==> src/rtl/insn_dec_pkg.sv <==
package insn_dec_pkg;

   typedef enum logic [1:0] {
      FMT_RR  = 2'd0,
      FMT_RI  = 2'd1,
      FMT_RSV = 2'd2
   } fmt_e;

endpackage

==> src/rtl/insn_byte_order.sv <==
module insn_byte_order #(
   parameter int unsigned IW   = 32,
   parameter bit          SWAP = 1'b1
) (
   input  logic [IW-1:0] word_mem,
   output logic [IW-1:0] word_log
);
   localparam int unsigned NBYTES = IW / 8;

   if (IW % 8 != 0) begin : g_bad_iw
      $error("insn_byte_order: IW must be a whole number of bytes");
   end

   if (SWAP) begin : g_swap
      for (genvar b = 0; b < NBYTES; b++) begin : g_byte
         assign word_log[8*b +: 8] = word_mem[IW-8-8*b +: 8];
      end
   end else begin : g_pass
      assign word_log = word_mem;
   end
endmodule

==> src/rtl/insn_field_split.sv <==
module insn_field_split
   import insn_dec_pkg::*;
#(
   parameter int unsigned        IW       = 32,
   parameter int unsigned        OPW      = 6,
   parameter int unsigned        RW       = 5,
   parameter int unsigned        IMMW     = 16,
   parameter int unsigned        LOWW     = 11,
   parameter int unsigned        RI_BIT   = 3,
   parameter logic [(1<<OPW)-1:0] RSVD_MAP = '0
) (
   input  logic [IW-1:0]   word,
   output logic [OPW-1:0]  opcode,
   output logic [RW-1:0]   rd,
   output logic [RW-1:0]   ra,
   output logic [RW-1:0]   rb,
   output logic [LOWW-1:0] low11,
   output logic [IMMW-1:0] imm16,
   output fmt_e            fmt
);
   localparam int unsigned NOPS   = 1 << OPW;
   localparam int unsigned RD_LSB = IW - OPW - RW;
   localparam int unsigned RA_LSB = RD_LSB - RW;
   localparam int unsigned RB_LSB = LOWW;

   if (OPW + 2*RW + IMMW != IW) begin : g_bad_split
      $error("insn_field_split: opcode, registers and immediate must fill the word");
   end
   if (RW + LOWW != IMMW) begin : g_bad_low
      $error("insn_field_split: source B and low field must fill the immediate slot");
   end
   if (RI_BIT >= OPW) begin : g_bad_ribit
      $error("insn_field_split: format select bit outside the opcode");
   end

   fmt_e cls_tab [NOPS];

   for (genvar g = 0; g < NOPS; g++) begin : g_cls
      localparam logic [OPW-1:0] OPV = OPW'(g);
      if (RSVD_MAP[g]) begin : g_rsv
         assign cls_tab[g] = FMT_RSV;
      end else if (OPV[RI_BIT]) begin : g_ri
         assign cls_tab[g] = FMT_RI;
      end else begin : g_rr
         assign cls_tab[g] = FMT_RR;
      end
   end

   assign opcode = word[IW-1 -: OPW];
   assign rd     = word[RD_LSB +: RW];
   assign ra     = word[RA_LSB +: RW];
   assign rb     = word[RB_LSB +: RW];
   assign low11  = word[0 +: LOWW];
   assign imm16  = word[0 +: IMMW];
   assign fmt    = cls_tab[opcode];
endmodule

==> src/rtl/imm_prefix_unit.sv <==
module imm_prefix_unit #(
   parameter int unsigned   IMMW   = 16,
   parameter int unsigned   OPW    = 6,
   parameter logic [OPW-1:0] PFX_OP = OPW'(44)
) (
   input  logic              clk,
   input  logic              rst_n,
   input  logic              take,
   input  logic              accept,
   input  logic              exc_enter,
   input  logic              is_ri,
   input  logic [OPW-1:0]    opcode,
   input  logic [IMMW-1:0]   imm16,
   output logic [2*IMMW-1:0] operand,
   output logic              pend
);
   localparam int unsigned OW = 2 * IMMW;

   logic [IMMW-1:0] hi_q;
   logic            is_pfx;
   logic [OW-1:0]   ext_val;

   assign is_pfx  = accept && (opcode == PFX_OP);
   assign ext_val = pend ? ({hi_q, {IMMW{1'b0}}} | {{IMMW{1'b0}}, imm16})
                         : {{IMMW{imm16[IMMW-1]}}, imm16};
   assign operand = (accept && is_ri) ? ext_val : '0;

   always_ff @(posedge clk or negedge rst_n) begin
      if (!rst_n) begin
         pend <= 1'b0;
         hi_q <= '0;
      end else begin
         if (exc_enter) begin
            pend <= 1'b0;
         end else if (take) begin
            pend <= is_pfx;
         end
         if (is_pfx && !exc_enter) begin
            hi_q <= imm16;
         end
      end
   end
endmodule

==> src/rtl/insn_decode.sv <==
module insn_decode
   import insn_dec_pkg::*;
#(
   parameter int unsigned         IW       = 32,
   parameter int unsigned         OPW      = 6,
   parameter int unsigned         RW       = 5,
   parameter int unsigned         IMMW     = 16,
   parameter int unsigned         LOWW     = 11,
   parameter int unsigned         RI_BIT   = 3,
   parameter bit                  SWAP     = 1'b1,
   parameter logic [OPW-1:0]      PFX_OP   = OPW'(44),
   parameter logic [(1<<OPW)-1:0] RSVD_MAP = {2'b11, {((1<<OPW)-2){1'b0}}}
) (
   input  logic            clk,
   input  logic            rst_n,
   input  logic            in_valid,
   input  logic [IW-1:0]   in_word,
   input  logic            in_fetch_err,
   input  logic            exc_enter,
   output logic            out_valid,
   output logic [OPW-1:0]  out_opcode,
   output logic [RW-1:0]   out_rd,
   output logic [RW-1:0]   out_ra,
   output logic [RW-1:0]   out_rb,
   output logic [LOWW-1:0] out_imm11,
   output logic [1:0]      out_fmt,
   output logic [IW-1:0]   out_operand,
   output logic            out_rsvd,
   output logic            out_ibe
);
   if (2*IMMW != IW) begin : g_bad_imm
      $error("insn_decode: prefix plus immediate must equal the word width");
   end
   if (RSVD_MAP[PFX_OP]) begin : g_bad_pfx_rsv
      $error("insn_decode: prefix opcode may not be reserved");
   end
   if (!PFX_OP[RI_BIT]) begin : g_bad_pfx_fmt
      $error("insn_decode: prefix opcode must be register-immediate");
   end

   logic [IW-1:0]   word_l;
   logic [OPW-1:0]  f_op;
   logic [RW-1:0]   f_rd, f_ra, f_rb;
   logic [LOWW-1:0] f_low;
   logic [IMMW-1:0] f_imm;
   fmt_e            f_fmt;
   logic            acc;
   logic            pfx_pend;
   logic [IW-1:0]   opnd;

   insn_byte_order #(.IW(IW), .SWAP(SWAP)) u_order (
      .word_mem (in_word),
      .word_log (word_l)
   );

   insn_field_split #(
      .IW(IW), .OPW(OPW), .RW(RW), .IMMW(IMMW), .LOWW(LOWW),
      .RI_BIT(RI_BIT), .RSVD_MAP(RSVD_MAP)
   ) u_split (
      .word   (word_l),
      .opcode (f_op),
      .rd     (f_rd),
      .ra     (f_ra),
      .rb     (f_rb),
      .low11  (f_low),
      .imm16  (f_imm),
      .fmt    (f_fmt)
   );

   assign acc = in_valid && !in_fetch_err;

   imm_prefix_unit #(.IMMW(IMMW), .OPW(OPW), .PFX_OP(PFX_OP)) u_pfx (
      .clk       (clk),
      .rst_n     (rst_n),
      .take      (in_valid),
      .accept    (acc),
      .exc_enter (exc_enter),
      .is_ri     (f_fmt == FMT_RI),
      .opcode    (f_op),
      .imm16     (f_imm),
      .operand   (opnd),
      .pend      (pfx_pend)
   );

   always_comb begin
      out_valid   = acc;
      out_ibe     = in_valid && in_fetch_err;
      out_opcode  = '0;
      out_rd      = '0;
      out_ra      = '0;
      out_rb      = '0;
      out_imm11   = '0;
      out_fmt     = FMT_RR;
      out_rsvd    = 1'b0;
      out_operand = opnd;
      if (acc) begin
         out_opcode = f_op;
         out_rd     = f_rd;
         out_ra     = f_ra;
         out_fmt    = f_fmt;
         out_rsvd   = (f_fmt == FMT_RSV);
         if (f_fmt == FMT_RR) begin
            out_rb    = f_rb;
            out_imm11 = f_low;
         end
      end
   end
endmodule

==> config.mk <==
export PLATFORM = sky130hd
export DESIGN_NAME = insn_decode
export DESIGN_NICKNAME = d
export VERILOG_FILES = /design/src/rtl/insn_dec_pkg.sv /design/src/rtl/insn_byte_order.sv /design/src/rtl/insn_field_split.sv /design/src/rtl/imm_prefix_unit.sv /design/src/rtl/insn_decode.sv
export SDC_FILE = /design/constraint.sdc
export NUM_CORES = 1
export LEC_CHECK = 0
export BUFFER_PORTS_ARGS = -buffer_cell sky130_fd_sc_hd__buf_2
export CORE_MARGIN = 3
export CORE_UTILIZATION = 39
export CTS_BUF_LIST = sky130_fd_sc_hd__clkbuf_8
export DETAILED_ROUTE_END_ITERATION = 10
export GPL_TIMING_DRIVEN = 0
export HOLD_SLACK_MARGIN = 0.12
export PLACE_DENSITY = 0.82
export SYNTH_ARGS = -nofsm -noshare
export SYNTH_HDL_FRONTEND = slang
export SYNTH_SLANG_ARGS = --single-unit
==> constraint.sdc <==
create_clock -name clk -period 2.25 [get_ports clk]
set_clock_uncertainty 0.05 [all_clocks]
set_input_delay 0.45 -clock clk [delete_from_list [all_inputs] [get_ports clk]]
set_output_delay 0.45 -clock clk [all_outputs]
set_load 0.02 [all_outputs]
==> results of run 1 <==
final timing paths:
| kind | from | end | slack, ps | depth (start not counted) |
|---|---|---|---|---|
| worst max-delay path | u_pfx.pend | out_operand[26] | 120 | 5 |
| min in group asynchronous | rst_n | u_pfx.hi_q[9] | 590 | 2 |
| worst max register to register | u_pfx.pend | u_pfx.pend | 1140 | 2 |
| max in group asynchronous | rst_n | u_pfx.pend | 1250 | 2 |
| worst min-delay path | in_word[29] | u_pfx.hi_q[5] | 390 | 2 |
| worst min register to register | u_pfx.hi_q[3] | u_pfx.hi_q[3] | 460 | 1 |
cell type report:
class / count / area [um^2] / area share [%]
clock inverter: 1 / 7.507 / 0.4065
multi-input combinational: 109 / 730.7 / 39.57
timing repair buffer: 107 / 543.0 / 29.40
tap: 31 / 38.79 / 2.100
sequential: 17 / 426.7 / 23.10
inverter: 2 / 7.507 / 0.4065
buffer: 8 / 51.30 / 2.778
clock buffer: 3 / 41.29 / 2.236
registers in the layout, summed over array words and instances (netlist names):
signal	count
u_pfx.pend	1
u_pfx.hi_q	16
synthesized netlist by cell type:
cell type	number	share of area, %
a21oi_1	16	6.7
nor2b_1	2	1.0
or4_4	1	0.94
buf_2	1	0.42
nand3_1	1	0.42
a21o_2	1	0.73
nand2_1	17	5.3
nand4_1	1	0.52
inv_1	2	0.63
nand3b_1	1	0.63
nand2b_1	1	0.52
nor2_1	3	0.94
clkbuf_1	8	2.5
nor3_4	1	1.4
and2_1	47	25
dfrtp_1	17	36
and2_2	1	0.63
mux2_2	16	15
buf_8	1	1.3
stage by stage:
step / instances / util, %
after floorplan: 138 / -
after global placement: 274 / 62.14
after detailed placement: 274 / 62.14
after CTS: 278 / 64.93
after global routing: 278 / 65.28
final: 278 / 65.28
routing by layer:
metal,vias up,GRT usage (%),part of all wire [%]
met1,605,19.61,41
met4,0,7.740,0.98
met2,82,35.20,47
met5,-,0,0
met3,4,4.612,12
li1,666,-,-
repair_timing:
action / 4_1_cts / 5_1_grt
pin swaps: 0 / 0
gates cloned: 0 / 0
setup endpoints to repair: 39 / 29
setup buffers: 0 / 1
hold buffers: 1 / 0
resized for setup: 8 / 7
endpoints found under the hold margin: 17 / 0
kinds of logic after synthesis:
group           after synthesis
mux                          16
buf+inv                      12
flops                        17
compound gates               17
simple gates                 76
power groups by stage:
| stage | Sequential, uW | Combinational [uW] | Clock, uW |
|---|---|---|---|
| CTS | 326 | 199 | 240 |
| finish | 326 | 198 | 236 |
| detailed placement | 332 | 193 | 0 |
| floorplan | 330 | 104 | 0 |
| global placement | 331 | 190 | 0 |
| global route | 328 | 216 | 258 |
worst max-delay path, delay by kind of cell, from the launching register on:
family / cells / cell delay (ps)
buffers and inverters: 3 / 570
AOI/OAI and AO/OA: 1 / 170
and+or+nand+nor: 1 / 160
DFF: 1 / 470
==> run summary, run 1 <==
CP Capture Type = primary output
Initial Util = 42.19%
Routed wire per std cell = 13.17 um
final slew viol count = 0
Synth-to-Final Area Change = 54.72%
Post-Synthesis Cells = 138
worst endpoint data arrival time = 1630 ps
Synth Area in Adders = 0%
Switch Pwr = 233.9 uW
Final nets = 285
post-synthesis cell type count = 19
antenna violations before repair = 0
Rel. slew slack = 69.01%
syn_area_per_cell = 8.650 um^2
Die H = 61.32 um
number of global-route vias before repair = 1247
status = finished clean
Final setup viols = 0
XOR/XNOR share of the synthesized area = 0%
Internal = 525.7 uW
CTS tree = done
initial DRC count = 50
crit-path cells = nand2b_1 > clkbuf_1 > clkbuf_2 > a21oi_1 > buf_2
Post-Syn Area = 1194 um^2
Tot GR Track Use = 18.72%
Sw Share = 30.79%
RSZ-0062 raised after global routing = false
H-tree depth = 1
Inserted Diodes = 0
Power Total = 759.7 uW
Hold Fails Final Rpt = 0
maximum vdd drop = 0.3294 mV
fmax = 469.3 MHz
Logic pwr share = 26.0%
Design Area, Final = 1847 um^2
core footprint = 2829 um^2
DRC viols = 0
clk_lat worst skew = 260 ps
number of buffers created by CTS = 3
min Tclk post-route = 2131 ps
Worst Path Max Fanout = 10
post-route ant nets = 0
Place WS = -398.0 ps
Hold WC Path Type = in -> reg
largest net degree at the start of global routing = 18
grt ovf = 0
pwr dens = 411.3 nW/um^2
Clock Sinks = 17
Worst Tran Pin Value = 463.4 ps
Crit-path slowest cell = dfrtp_2
Setup Crit Path Kind = reg -> out
sequential element share of the synthesized area = 35.64%
Detailed Place HPWL = 2.946 mm
final period utilization = 94.71%
critical path's largest stage delay = 470 ps
clock power share = 31.1%
Seq pwr share = 42.9%
clock-pin slew on the worst setup and hold paths = 70 ps
proportion of synthesized area in mux cells = 15.09%
first-pass GRT wire length = 5.147 mm
Synth Net Count = 175
main combinational cell family by area after synthesis = simple AND/OR/NAND/NOR gates
io pins = 106
worst hold margin = 391.4 ps
Die Area = 3760 um^2
Fill cells = 254
DRT Pass-1 Iters = 4
Max clock buf depth = 2
# rows = 19
Final WS setup = 119.0 ps
number of max-cap violations = 0
Post-Synth Simple-Gate Area = 37.00%
GP Congestion = 0.7302
post-synthesis register bit count = 17
most frequent cells in the layout = buf_2, and2_1, nand2_1
share of cells above drive strength 1 = 56.28%
setup TNS = 0 ps
via count = 1357
required time of the critical path = 1750 ps
IO Port Bufs = 105
Compound-Gate Fraction of Synth Area = 7.442%
most common cell after layout, fill and taps aside = buf_2
Area after DPL = 1758 um^2
Ys Warns = 0
Total Wirelength = 3.662 mm
Die Wd = 61.32 um
P_leak = 0.001110 uW
Worst setup SP type = flop
root buffer cell = clkbuf_8
vias per cell = 4.881
No activity file was read; power rests on OpenSTA's default activity.
==> run 2: changes to the inputs <==
- MAX_ROUTING_LAYER: not set -> met4
==> run summary, run 2 (synthesis gave the netlist of run 1 again) <==
crit path capture = out_operand[26]
Power Total = 757.6 uW (-0.28%)
Place WS = -398.0 ps (unchanged)
number of global-route vias before repair = 1246 (-0.080%)
DRC viols = 0 (unchanged)
R2R Path End = u_pfx.pend
number of max-cap violations = 0 (unchanged)
Internal = 525.7 uW (about the same)
crit path from = u_pfx.pend
required time of the critical path = 1750 ps (about the same)
Initial Util = 42.19% (unchanged)
clk_lat worst skew = 260 ps (about the same)
antenna violations before repair = 0 (unchanged)
first-pass GRT wire length = 5.147 mm (unchanged)
worst endpoint data arrival time = 1620 ps (about the same)
clock-pin slew on the worst setup and hold paths = 70 ps (about the same)
via count = 1350 (-0.52%)
Detailed Place HPWL = 2.946 mm (unchanged)
Final setup viols = 0 (unchanged)
Rel. slew slack = 69.05% (about the same)
Final WS setup = 129.2 ps (+10.18 ps)
final period utilization = 94.26% (-0.45 points)
io pins = 106 (unchanged)
Most flops, register = u_pfx.hi_q
IO Port Bufs = 105 (unchanged)
initial DRC count = 42 (-16%)
Die Wd = 61.32 um (unchanged)
RR Startpoint = u_pfx.pend
Hold Fails Final Rpt = 0 (unchanged)
Setup Crit Path Kind = reg -> out
met2 WL = 1.702 mm (-0.53%)
status = finished clean
final slew viol count = 0 (unchanged)
fmax = 471.5 MHz (+0.48%)
Die H = 61.32 um (unchanged)
root buffer cell = clkbuf_8
vias per cell = 4.856 (-0.52%)
Worst Path Max Fanout = 10 (unchanged)
CTS tree = done
number of buffers created by CTS = 3 (unchanged)
Sw Share = 30.60% (-0.19 points)
Reg2Reg Depth = 2 (unchanged)
wire length on met3 = 405 um (-4.3%)
Clock Sinks = 17 (unchanged)
core footprint = 2829 um^2 (unchanged)
Tot GR Track Use = 19.31% (+0.59 points)
Worst setup SP type = flop
largest registers = u_pfx.hi_q x16, u_pfx.pend x1
RSZ-0062 raised after global routing = false
largest net degree at the start of global routing = 18 (unchanged)
met1 wire length = 1.497 mm (+0.47%)
pwr dens = 410.2 nW/um^2 (-0.28%)
Seq pwr share = 43.1% (+0.2 points)
P_leak = 0.001110 uW (unchanged)
Switch Pwr = 231.8 uW (-0.90%)
most frequent cells in the layout = buf_2, and2_1, nand2_1
Die Area = 3760 um^2 (unchanged)
DRT Pass-1 Iters = 4 (unchanged)
Routed wire per std cell = 13.10 um (-0.52%)
post-route ant nets = 0 (unchanged)
Worst Tran Pin Value = 462.7 ps (-0.6984 ps)
most common cell after layout, fill and taps aside = buf_2
Max clock buf depth = 2 (unchanged)
CP Capture Type = primary output
maximum vdd drop = 0.3281 mV (-0.39%)
R2R Setup Slk = 1140 ps (about the same)
Synth-to-Final Area Change = 54.72% (unchanged)
top sig layer = met4
# rows = 19 (unchanged)
Inserted Diodes = 0 (unchanged)
GP Congestion = 0.7390 (+1.2%)
Logic pwr share = 26.0% (about the same)
share of cells above drive strength 1 = 56.28% (unchanged)
H-tree depth = 1 (unchanged)
min Tclk post-route = 2121 ps (-10.18 ps)
Hold WC Path Type = in -> reg
clock power share = 30.9% (-0.2 points)
Final nets = 285 (unchanged)
Total Wirelength = 3.643 mm (-0.52%)
number of flip-flops in the largest register = 16 (unchanged)
grt ovf = 0 (unchanged)
==> run 2: power groups by stage <==
stage               logic [uW]  clock network (uW)  registers, uW
floorplan                  104                   0            330
global placement           190                   0            331
detailed placement         193                   0            332
CTS                        199                 240            326
global route               216                 258            328
finish                     197                 234            326
==> run 2: worst min path at each step <==
| stage | startpoint | to | slack, ps | cells past startpoint |
|---|---|---|---|---|
| CTS | in_word[29] | u_pfx.hi_q[5] | 390 | 2 |
| floorplan | rst_n | u_pfx.hi_q[0] | 100 | 0 |
| finish | in_word[29] | u_pfx.hi_q[5] | 390 | 2 |
| global placement | rst_n | u_pfx.hi_q[8] | 340 | 1 |
| global route | in_word[31] | u_pfx.hi_q[7] | 390 | 2 |
| detailed placement | rst_n | u_pfx.hi_q[9] | 340 | 1 |
==> run 2: layout make-up <==
class | count | area [um^2]
inverters | 2 | 7.507
clock buffers | 3 | 41.29
well taps | 31 | 38.79
flip-flops and latches | 17 | 426.7
clock inverters | 1 | 7.507
repair buffers | 107 | 543.0
multi-input cells | 109 | 730.7
plain buffers | 8 | 51.30
fillers | 254 | 982.2
==> run 2: through the flow <==
| stage | hold slack, ps | cell area, um^2 | TNS [ps] | std cells | util [%] |
|---|---|---|---|---|---|
| after detailed placement | 342.5 | 1758 | -8912 | 274 | 62.14 |
| after global placement | 338.3 | 1758 | -8157 | 274 | 62.14 |
| after CTS | 390.4 | 1837 | 0 | 278 | 64.93 |
| after global routing | 392.8 | 1847 | 0 | 278 | 65.28 |
| after floorplan | 104.4 | 1194 | 0 | 138 | - |
| final | 392.0 | 1847 | 0 | 278 | 65.28 |
==> run 2: worst max-delay path, cell delays in order, from the launching register on <==
cell,delay (ps)
dfrtp_2,470
nand2b_1,160
clkbuf_1,170
clkbuf_2,220
a21oi_1,170
buf_2,180
==> run 2: per-layer routing <==
metal  vias up  global-route usage [%]
met1       600                   19.87
met5         -                       -
met3         4                   4.193
met2        81                   35.20
met4         0                   7.740
li1        665                       -
==> run 2: repair_timing <==
| item | in CTS | in global routing |
|---|---|---|
| hold buffers | 1 | 0 |
| gates resized for setup | 8 | 7 |
| pin swaps | 0 | 0 |
| endpoints found under the hold margin | 17 | 0 |
| setup endpoints to repair | 39 | 29 |
| buffers inserted | 0 | 1 |
